**config.mk**
```make
export PLATFORM = sky130hd
export DESIGN_NAME = suspend_wake_seq
export DESIGN_NICKNAME = d
export VERILOG_FILES = /design/src/rtl/swseq_pkg.sv /design/src/rtl/swseq_sync.sv /design/src/rtl/swseq_wake_detect.sv /design/src/rtl/swseq_release.sv /design/src/rtl/swseq_core.sv /design/src/rtl/suspend_wake_seq.sv
export SDC_FILE = /design/constraint.sdc
export NUM_CORES = 1
export LEC_CHECK = 0
export ABC_AREA = 1
export CAP_MARGIN = 30
export CORE_ASPECT_RATIO = 2
export CORE_MARGIN = 1.5
export CORE_UTILIZATION = 29
export CTS_BUF_LIST = sky130_fd_sc_hd__clkbuf_4 sky130_fd_sc_hd__clkbuf_8 sky130_fd_sc_hd__clkbuf_16
export DETAILED_ROUTE_END_ITERATION = 6
export REMOVE_ABC_BUFFERS = 1
export SLEW_MARGIN = 20
export SYNTH_ARGS = -nofsm -noshare
export SYNTH_HDL_FRONTEND = slang
export SYNTH_SLANG_ARGS = --single-unit
```
**constraint.sdc**
```tcl
create_clock -name clk_i -period 4.8 [get_ports clk_i]
set_clock_uncertainty 0.05 [all_clocks]
set_input_delay 0.48 -clock clk_i [delete_from_list [all_inputs] [get_ports clk_i]]
set_output_delay 0.48 -clock clk_i [all_outputs]
set_load 0.1 [all_outputs]
```
**src/rtl/swseq_pkg.sv**
```systemverilog
package swseq_pkg;
  typedef enum logic [2:0] {
    ST_AWAKE, ST_E_AWK, ST_E_GTS, ST_E_BLK,
    ST_SUSP, ST_X_UNB, ST_X_WAIT, ST_X_REL
  } seq_state_e;

  localparam logic [2:0] PH_AWAKE = 3'd0;
  localparam logic [2:0] PH_ENTER = 3'd1;
  localparam logic [2:0] PH_SUSP  = 3'd2;
  localparam logic [2:0] PH_WAKE  = 3'd3;
  localparam logic [2:0] PH_WAIT  = 3'd4;

  function automatic logic [2:0] phase_of(seq_state_e s);
    case (s)
      ST_AWAKE:                     phase_of = PH_AWAKE;
      ST_E_AWK, ST_E_GTS, ST_E_BLK: phase_of = PH_ENTER;
      ST_SUSP:                      phase_of = PH_SUSP;
      ST_X_WAIT:                    phase_of = PH_WAIT;
      default:                      phase_of = PH_WAKE;
    endcase
  endfunction
endpackage

```
**src/rtl/swseq_sync.sv**
```systemverilog
module swseq_sync #(
  parameter int W = 1
) (
  input  logic         clk_i,
  input  logic         rst_ni,
  input  logic [W-1:0] d_i,
  output logic [W-1:0] q_o
);
  for (genvar g = 0; g < W; g++) begin : g_bit
    logic [1:0] ff_q;
    always_ff @(posedge clk_i or negedge rst_ni) begin
      if (!rst_ni) ff_q <= 2'b00;
      else         ff_q <= {ff_q[0], d_i[g]};
    end
    assign q_o[g] = ff_q[1];
  end
endmodule

```
**src/rtl/swseq_wake_detect.sv**
```systemverilog
module swseq_wake_detect #(
  parameter int NUM_WAKE = 4
) (
  input  logic                clk_i,
  input  logic                rst_ni,
  input  logic                in_susp_i,
  input  logic                susp_s_i,
  input  logic                multi_i,
  input  logic [NUM_WAKE-1:0] pins_s_i,
  input  logic [NUM_WAKE-1:0] en_i,
  output logic                wake_go_o
);
  logic armed_q;
  logic any_pin;

  // armed once suspend has been seen low in a previous suspended cycle
  always_ff @(posedge clk_i or negedge rst_ni) begin
    if (!rst_ni) armed_q <= 1'b0;
    else         armed_q <= in_susp_i & ~susp_s_i;
  end

  assign any_pin   = |(pins_s_i & en_i);
  assign wake_go_o = ~susp_s_i & (multi_i ? (armed_q & any_pin) : 1'b1);
endmodule

```
**src/rtl/swseq_release.sv**
```systemverilog
module swseq_release #(
  parameter int CNT_W = 8
) (
  input  logic [CNT_W-1:0] gts_cyc_i,
  input  logic [CNT_W-1:0] gwe_cyc_i,
  output logic [CNT_W:0]   gts_at_o,
  output logic [CNT_W:0]   gwe_at_o
);
  localparam int RW = CNT_W + 1;

  always_comb begin
    gts_at_o = (gts_cyc_i == '0) ? RW'(1) : RW'(gts_cyc_i);
    if (RW'(gwe_cyc_i) <= gts_at_o) gwe_at_o = gts_at_o + RW'(1);
    else                            gwe_at_o = RW'(gwe_cyc_i);
  end
endmodule

```
**src/rtl/swseq_core.sv**
```systemverilog
module swseq_core
  import swseq_pkg::*;
#(
  parameter int CNT_W = 8
) (
  input  logic             clk_i,
  input  logic             rst_ni,
  input  logic             susp_s_i,
  input  logic             awake_s_i,
  input  logic             wake_go_i,
  input  logic [CNT_W-1:0] dly_awake_i,
  input  logic [CNT_W-1:0] dly_gts_i,
  input  logic [CNT_W-1:0] dly_block_i,
  input  logic [CNT_W-1:0] dly_release_i,
  input  logic [CNT_W:0]   gts_at_i,
  input  logic [CNT_W:0]   gwe_at_i,
  output logic             in_susp_o,
  output logic             awake_low_o,
  output logic             gts_o,
  output logic             block_o,
  output logic             wp_o,
  output logic [2:0]       phase_o
);
  localparam int RW = CNT_W + 1;

  seq_state_e       st_q;
  logic [CNT_W-1:0] cnt_q;
  logic [RW-1:0]    rel_q;
  logic             cnt_done;

  function automatic logic [CNT_W-1:0] load(logic [CNT_W-1:0] d);
    return (d == '0) ? '0 : d - CNT_W'(1);
  endfunction

  assign cnt_done = (cnt_q == '0);

  always_ff @(posedge clk_i or negedge rst_ni) begin
    if (!rst_ni) begin
      st_q        <= ST_AWAKE;
      cnt_q       <= '0;
      rel_q       <= '0;
      awake_low_o <= 1'b0;
      gts_o       <= 1'b0;
      block_o     <= 1'b0;
      wp_o        <= 1'b0;
    end else begin
      case (st_q)
        ST_AWAKE: if (susp_s_i) begin
          st_q  <= ST_E_AWK;
          cnt_q <= load(dly_awake_i);
          wp_o  <= 1'b1;
        end
        ST_E_AWK: if (cnt_done) begin
          awake_low_o <= 1'b1;
          st_q        <= ST_E_GTS;
          cnt_q       <= load(dly_gts_i);
        end else cnt_q <= cnt_q - CNT_W'(1);
        ST_E_GTS: if (cnt_done) begin
          gts_o <= 1'b1;
          st_q  <= ST_E_BLK;
          cnt_q <= load(dly_block_i);
        end else cnt_q <= cnt_q - CNT_W'(1);
        ST_E_BLK: if (cnt_done) begin
          block_o <= 1'b1;
          st_q    <= ST_SUSP;
        end else cnt_q <= cnt_q - CNT_W'(1);
        ST_SUSP: if (wake_go_i) begin
          block_o <= 1'b0;
          st_q    <= ST_X_UNB;
          cnt_q   <= load(dly_release_i);
        end
        ST_X_UNB: if (cnt_done) begin
          awake_low_o <= 1'b0;
          st_q        <= ST_X_WAIT;
        end else cnt_q <= cnt_q - CNT_W'(1);
        ST_X_WAIT: if (awake_s_i) begin
          st_q  <= ST_X_REL;
          rel_q <= RW'(1);
        end
        ST_X_REL: begin
          if (rel_q == gts_at_i) gts_o <= 1'b0;
          if (rel_q == gwe_at_i) begin
            wp_o <= 1'b0;
            st_q <= ST_AWAKE;
          end
          rel_q <= rel_q + RW'(1);
        end
        default: st_q <= ST_AWAKE;
      endcase
    end
  end

  assign in_susp_o = (st_q == ST_SUSP);
  assign phase_o   = phase_of(st_q);
endmodule

```
**src/rtl/suspend_wake_seq.sv**
```systemverilog
module suspend_wake_seq #(
  parameter int NUM_WAKE = 4,
  parameter int CNT_W    = 8
) (
  input  logic                clk_i,
  input  logic                rst_ni,
  input  logic                suspend_i,
  input  logic [NUM_WAKE-1:0] wake_pins_i,
  input  logic [NUM_WAKE-1:0] wake_en_i,
  input  logic                multi_pin_mode_i,
  input  logic                drive_mode_i,
  input  logic                awake_sense_i,
  input  logic [CNT_W-1:0]    dly_awake_i,
  input  logic [CNT_W-1:0]    dly_gts_i,
  input  logic [CNT_W-1:0]    dly_block_i,
  input  logic [CNT_W-1:0]    dly_release_i,
  input  logic [CNT_W-1:0]    gts_cyc_i,
  input  logic [CNT_W-1:0]    gwe_cyc_i,
  output logic                awake_drive_o,
  output logic                awake_oe_o,
  output logic                gts_o,
  output logic                block_o,
  output logic                write_protect_o,
  output logic [2:0]          phase_o
);
  localparam int SW = NUM_WAKE + 2;

  logic [SW-1:0]       sync_q;
  logic                susp_s, awake_s;
  logic [NUM_WAKE-1:0] pins_s;
  logic                wake_go, in_susp, awake_low;
  logic [CNT_W:0]      gts_at, gwe_at;

  swseq_sync #(.W(SW)) u_sync (
    .clk_i (clk_i),
    .rst_ni(rst_ni),
    .d_i   ({awake_sense_i, suspend_i, wake_pins_i}),
    .q_o   (sync_q)
  );
  assign pins_s  = sync_q[NUM_WAKE-1:0];
  assign susp_s  = sync_q[NUM_WAKE];
  assign awake_s = sync_q[NUM_WAKE+1];

  swseq_wake_detect #(.NUM_WAKE(NUM_WAKE)) u_wake (
    .clk_i    (clk_i),
    .rst_ni   (rst_ni),
    .in_susp_i(in_susp),
    .susp_s_i (susp_s),
    .multi_i  (multi_pin_mode_i),
    .pins_s_i (pins_s),
    .en_i     (wake_en_i),
    .wake_go_o(wake_go)
  );

  swseq_release #(.CNT_W(CNT_W)) u_rel (
    .gts_cyc_i(gts_cyc_i),
    .gwe_cyc_i(gwe_cyc_i),
    .gts_at_o (gts_at),
    .gwe_at_o (gwe_at)
  );

  swseq_core #(.CNT_W(CNT_W)) u_core (
    .clk_i        (clk_i),
    .rst_ni       (rst_ni),
    .susp_s_i     (susp_s),
    .awake_s_i    (awake_s),
    .wake_go_i    (wake_go),
    .dly_awake_i  (dly_awake_i),
    .dly_gts_i    (dly_gts_i),
    .dly_block_i  (dly_block_i),
    .dly_release_i(dly_release_i),
    .gts_at_i     (gts_at),
    .gwe_at_i     (gwe_at),
    .in_susp_o    (in_susp),
    .awake_low_o  (awake_low),
    .gts_o        (gts_o),
    .block_o      (block_o),
    .wp_o         (write_protect_o),
    .phase_o      (phase_o)
  );

  assign awake_drive_o = ~awake_low;
  assign awake_oe_o    = awake_low | drive_mode_i;
endmodule

```
==> results of run 1 <==
==> sequential cells by signal (all words and copies together), names as in the netlist <==
name                cells
u_core.wp_o             1
u_wake.armed_q          1
u_core.awake_low_o      1
u_core.cnt_q            8
u_sync.g_bit.ff_q      12
u_core.rel_q            9
u_core.st_q             3
u_core.gts_o            1
u_core.block_o          1
==> synthesized netlist by cell type, types with 5 or more instances <==
| cell type | number |
|---|---|
| nand3_1 | 37 |
| nor2_2 | 6 |
| ha_1 | 18 |
| nand2_1 | 116 |
| nand2_2 | 8 |
| o22ai_1 | 6 |
| nor2_1 | 55 |
| inv_1 | 84 |
| dfrtp_1 | 37 |
| nand3_2 | 6 |
| xor2_1 | 19 |
| nand4_1 | 8 |
| o21ai_1 | 5 |
| o21ai_0 | 19 |
| nor3_1 | 14 |
| a21oi_1 | 19 |
==> cells in the final DEF, fill, tap and decap left out, types with 2 or more instances in the layout <==
master           Yosys  final
a211oi_1             2      2
a21oi_1             19     19
a21oi_2              2      2
a22oi_1              3      3
a31oi_1              3      3
a32oi_1              4      4
clkbuf_16            0      5
clkdlybuf4s50_1      0     68
dfrtp_1             37     37
ha_1                18     18
inv_1               84     84
inv_2                3      3
nand2_1            116    116
nand2_2              8      8
nand3_1             37     37
nand3_2              6      6
nand3b_1             4      4
nand4_1              8      8
nor2_1              55     55
nor2_2               6      6
nor3_1              14     14
o211ai_1             3      3
o21ai_0             19     19
o21ai_1              5      5
o221ai_1             2      2
o22ai_1              6      6
o31ai_1              2      2
o32ai_1              3      3
or2_2                2      2
xnor2_1              4      4
xor2_1              19     19
==> per-stage QoR <==
step / utilization / hold WS [ns]
floorplan: - / 0.1344
global placement: 0.3664 / 0.2831
detailed placement: 0.3664 / 0.2847
CTS: 0.3790 / 0.2955
global route: 0.3816 / 0.3094
finish: 0.3816 / 0.2976
==> timing repair <==
action | CTS | global route
hold endpoints to repair | 0 | 6
setup endpoints to repair | 0 | 0
hold buffers | 0 | 1
==> cell type report <==
class,count,area (um2)
fill,1260,7193
inverter,89,336.6
timing repair buffer,71,715.7
clock buffer,5,125.1
multi-input combinational,381,2132
tap,145,181.4
clock inverter,3,21.27
sequential,37,925.9
==> critical path: stages <==
cell	delay, ns
clkdlybuf4s50_1	0.60
inv_1	0.10
ha_1	0.28
nand2_1	0.09
inv_2	0.07
nand4_1	0.23
nand3_4	0.28
nand2_4	0.15
o21ai_1	0.14
nand2_1	0.07
nand2_1	0.05
nand2_1	0.05
nor2_2	0.11
nand3_2	0.11
nand2_2	0.07
nand2_1	0.06
nand2_1	0.06
nand2_1	0.05
==> power breakdown <==
part,total [mW],internal (mW),switching (mW),leakage [nW]
clock network,0.328,0.193,0.135,0.0702
registers,0.441,0.384,0.0561,0.449
logic,0.951,0.307,0.644,1.54
total,1.72,0.885,0.834,2.06
==> per-layer routing <==
| layer | part of all wire | wire length (um) | track usage | up-vias |
|---|---|---|---|---|
| met1 | 0.35 | 3516 | 0.1532 | 1610 |
| met2 | 0.54 | 5503 | 0.3249 | 127 |
| met5 | 0 | 0 | 0 | - |
| met4 | 0.064 | 652 | 0.1141 | 0 |
| li1 | - | - | - | 1821 |
| met3 | 0.047 | 479 | 0.01971 | 36 |
==> cell families after synthesis <==
logic type / share of synthesized area
xor gates and xnor gates: 0.05848
AOI/OAI and AO/OA: 0.1380
adders and majority gates: 0.06538
buffers and inverters: 0.1122
DFF: 0.2688
and+or+nand+nor: 0.3571
==> worst paths after layout <==
| check | end | cells past startpoint | start | slack, ns |
|---|---|---|---|---|
| setup / recovery | u_core.st_q[1] | 18 | gts_cyc_i[3] | 1.86 |
| hold / removal | u_sync.g_bit[2].ff_q[1] | 0 | u_sync.g_bit[2].ff_q[0] | 0.30 |
| setup reg to reg | u_core.st_q[2] | 9 | u_core.cnt_q[2] | 2.62 |
| hold reg to reg | u_sync.g_bit[2].ff_q[1] | 0 | u_sync.g_bit[2].ff_q[0] | 0.30 |
| max in group asynchronous | u_sync.g_bit[0].ff_q[1] | 3 | rst_ni | 3.76 |
| min in group asynchronous | u_core.rel_q[6] | 2 | rst_ni | 0.52 |
==> impl_metrics.tcl, run 1 <==
set metrics [dict create \
    initial_core_util 0.2961 \
    end_kind "flop" \
    path_clk_slew_ns 0.06 \
    synth_area_leaders "dfrtp_1 (27%), nand2_1 (13%), inv_1 (9.2%)" \
    viasPerCell 4.917 \
    layout_setup_ws_ns 1.857 \
    place_ws_ns 1.545 \
    drtPass1Iterations 5 \
    num_rows 56 \
    post-cts-setup-buffer-count 0 \
    ys_seq_area_frac 0.2688 \
    drv_slew 0 \
    diodes 0 \
    setup-violations-final 0 \
    path_max_fanout 14 \
    yosysWarnings 0 \
    period_share 0.6132 \
    synth_area_leader_cell "dfrtp_1" \
    dp_hpwl_um 8487 \
    crit_type "in2reg" \
    floorplan.die_area_um2 12580 \
    grt_overflow 0 \
    worstMarginPinSlew_ns 1.008 \
    avgRoutedWirePerCell_um 13.89 \
    clk_path_buf_depth 2 \
    arrival_ns 3.07 \
    setup-tns-final_ns 0 \
    fmaxAchievable_mhz 339.8 \
    power_mw 1.719 \
    period_needed_ns 2.943 \
    io_pins 70 \
    synth_flop_cell "dfrtp_1" \
    clock_latency_ns 0.28 \
    io_buffers 69 \
    cts_buffers 5 \
    avgSynthCellArea_um2 6.715 \
    place_congestion 0.9027 \
    dieWidth_um 80.07 \
    dr.first_iter.drc_count 174 \
    root_buffer "clkbuf_16" \
    required_ns 4.92 \
    cts_tree "done" \
    final_cell_area_um2 4438 \
    max_cap_violations 0 \
    wirelength_um 10150 \
    async_flop_share 1.000 \
    cts_resized 0 \
    grt_pass1_vias 3603 \
    grt_first_pass_wirelength_um 16220 \
    core-area_um2 11630 \
    status "finished clean" \
    grt_start_max_net_pins 38 \
    final_cells 731 \
    synth_top_area_frac 0.2688 \
    h-tree-depth 2 \
    irDropWorstVdd_mv 0.2608 \
    ant_nets 0 \
    die_h_um 157.1 \
    p_per_area_nw_per_um2 387.3 \
    final_layout_size_suffix_gt1_frac 0.07679 \
    antenna_found_initial 0 \
    routed-via-count 3594 \
    syn_area_um2 3445 \
    hold_path.class "reg2reg" \
    final_nets 665 \
    p_leak_nw 2.062 \
    dp_cells 721 \
    synth_seq_cells 37 \
    grt_util_all_layers 0.1669 \
    hold_viol 0 \
    ys_types 46 \
    drcViolationCount 0 \
    synthCells 513 \
    synth_edf_count 0 \
    start_kind "input port" \
    cts.sinks 37 \
    dpl_cell_area_um2 4262 \
    rsz0062_at_grt "false" \
    relSlewSlack 0.3258 \
    area_growth_pct 28.84 \
]
No activity file was read; power rests on OpenSTA's default activity.
==> run 2, diff against run 1 <==
Clock period 4.8 ns to 2.8 ns, I/O delays scaled along.
==> impl_metrics.tcl, run 2 (synthesis gave the netlist of run 1 again) <==
set metrics [dict create \
    final_nets 682 \
    ant_nets 0 \
    largestRegisters "u_sync.g_bit.ff_q x12, u_core.rel_q x9, u_core.cnt_q x8" \
    clk_path_buf_depth 2 \
    hold_viol 0 \
    fmaxAchievable_mhz 383.6 \
    grt_first_pass_wirelength_um 16440 \
    place_ws_ns -0.1454 \
    cts_tree "done" \
    dp_cells 735 \
    reg2reg_depth 10 \
    start_kind "input port" \
    max_cap_violations 0 \
    worstMarginPinSlew_ns 0.5291 \
    clock_latency_ns 0.28 \
    core-area_um2 11630 \
    floorplan.die_area_um2 12580 \
    holdPathStages 0 \
    mostFrequentLayoutCells "nand2_1 (115), inv_1 (84), clkdlybuf4s50_1 (60)" \
    num-fill-cells 1292 \
    final_common_cell "nand2_1" \
    arrival_ns 2.73 \
    min_from "u_sync.g_bit[1].ff_q[0]" \
    area_growth_pct 32.51 \
    rr_endpoint "u_core.st_q[1]" \
    final_cells 748 \
    antenna_found_initial 0 \
    drtPass1Iterations 5 \
    wirelength_um 10360 \
    root_buffer "clkbuf_16" \
    drcViolationCount 0 \
    final_layout_size_suffix_gt1_frac 0.1177 \
    period_needed_ns 2.607 \
    path_clk_slew_ns 0.06 \
    grt_start_max_net_pins 38 \
    cts.sinks 37 \
    irDropWorstVdd_mv 0.4485 \
    r2r_start "u_core.cnt_q[2]" \
    path_max_fanout 8 \
    h-tree-depth 2 \
    required_ns 2.92 \
    initial_core_util 0.2961 \
    regMostFlops "u_sync.g_bit.ff_q" \
    multiInputGateArea_um2 2151 \
    diodes 0 \
    grt_pass1_vias 3639 \
    avgRoutedWirePerCell_um 13.85 \
    period_share 0.9310 \
    min_to "u_sync.g_bit[1].ff_q[1]" \
    place_congestion 0.8936 \
    r2r_slack_ns 0.62 \
    io_pins 70 \
    crit_type "in2reg" \
    grt_overflow 0 \
    grt_util_all_layers 0.1701 \
    dieWidth_um 80.07 \
    p_leak_nw 2.150 \
    setup-violations-final 0 \
    hold_path.class "reg2reg" \
    dp_hpwl_um 8688 \
    relSlewSlack 0.6452 \
    cts_buffers 5 \
    die_h_um 157.1 \
    routed-via-count 3643 \
    layout_setup_ws_ns 0.1932 \
    drv_slew 0 \
    p_per_area_nw_per_um2 654.3 \
    viasPerCell 4.870 \
    io_buffers 69 \
    status "finished clean" \
    dr.first_iter.drc_count 156 \
    largest_register_ffs 12 \
    end_kind "flop" \
    num_rows 56 \
    seqCellArea_um2 925.9 \
]
==> run 2: cell types whose count changed in the layout (fill, tap and decap cells not counted) <==
| cell | before | now |
|---|---|---|
| a21oi_2 | 2 | 1 |
| a21oi_4 | 0 | 1 |
| buf_4 | 0 | 25 |
| clkdlybuf4s50_1 | 68 | 60 |
| nand2_1 | 116 | 115 |
| nand2_2 | 8 | 9 |
| nand2_4 | 1 | 0 |
| nand2_8 | 0 | 1 |
==> run 2: through the flow <==
step / cell area, um2 / power, mW / hold slack (ns) / TNS, ns / utilization
2_1_floorplan: 3395 / 1.918 / -0.06559 / 0 / -
3_3_place_gp: 4347 / 2.390 / 0.2838 / -0.1883 / 0.3737
3_5_place_dp: 4347 / 2.407 / 0.2847 / -0.4557 / 0.3737
4_1_cts: 4493 / 2.978 / 0.09598 / 0 / 0.3863
5_1_grt: 4564 / 3.213 / 0.3047 / -0.02381 / 0.3924
6_report: 4564 / 2.987 / 0.2970 / 0 / 0.3924
==> run 2: how the worst max path moves through the flow <==
stage	start	to	slack [ns]	cells after the start
2_1_floorplan	u_core.st_q[2]	u_core.st_q[2]	0.21	7
3_3_place_gp	gts_cyc_i[4]	u_core.st_q[1]	-0.07	22
3_5_place_dp	gts_cyc_i[2]	u_core.st_q[0]	-0.15	19
4_1_cts	gts_cyc_i[2]	u_core.st_q[0]	0.14	19
5_1_grt	gts_cyc_i[4]	u_core.st_q[0]	-0.02	21
6_report	gts_cyc_i[2]	u_core.st_q[1]	0.19	18
==> run 2: worst max-delay path, stage by stage <==
cell and delay [ns]:
clkdlybuf4s50_1 0.57, inv_1 0.09, ha_1 0.32, nand2_1 0.07, nand2_1 0.10, a21oi_4 0.19, nand3_4 0.17, buf_4 0.18
nand3b_1 0.09, nand3_1 0.08, nand2_1 0.09, nand2_1 0.07, nor2_2 0.09, nand3_2 0.09, nand2_2 0.08, nand2_1 0.06
nand2_1 0.06, nand2_1 0.05
==> run 2: report_power, final <==
part           total, mW  leakage [nW]  switching [mW]  internal, mW
clock              0.557        0.0702           0.226         0.331
combinational       1.67          1.63            1.12         0.550
sequential         0.756         0.449          0.0966         0.659
==> run 2: repair_timing <==
| action | CTS | global route |
|---|---|---|
| setup endpoints to repair | 0 | 4 |
| setup buffers | 0 | 3 |
| endpoints found under the hold margin | 0 | 7 |
| resized for setup | 0 | 3 |
| hold buffers | 0 | 1 |
==> run 2: routing by layer <==
metal  vias to the layer above  track usage  routed length (um)
li1                       1851            -                   -
met1                      1672       0.1619                3713
met2                        96       0.3369                5917
met3                        24      0.01449                 281
met4                         0      0.09934                 449
met5                         -            0                   0
==> run 2: area by class of cell <==
type	count	share of cell area
Clock buffer	5	0.02741
Clock inverter	3	0.004660
Inverter	89	0.07374
Multi-Input combinational cell	381	0.4712
Sequential cell	37	0.2029
Tap cell	145	0.03975
Timing Repair Buffer	88	0.1804
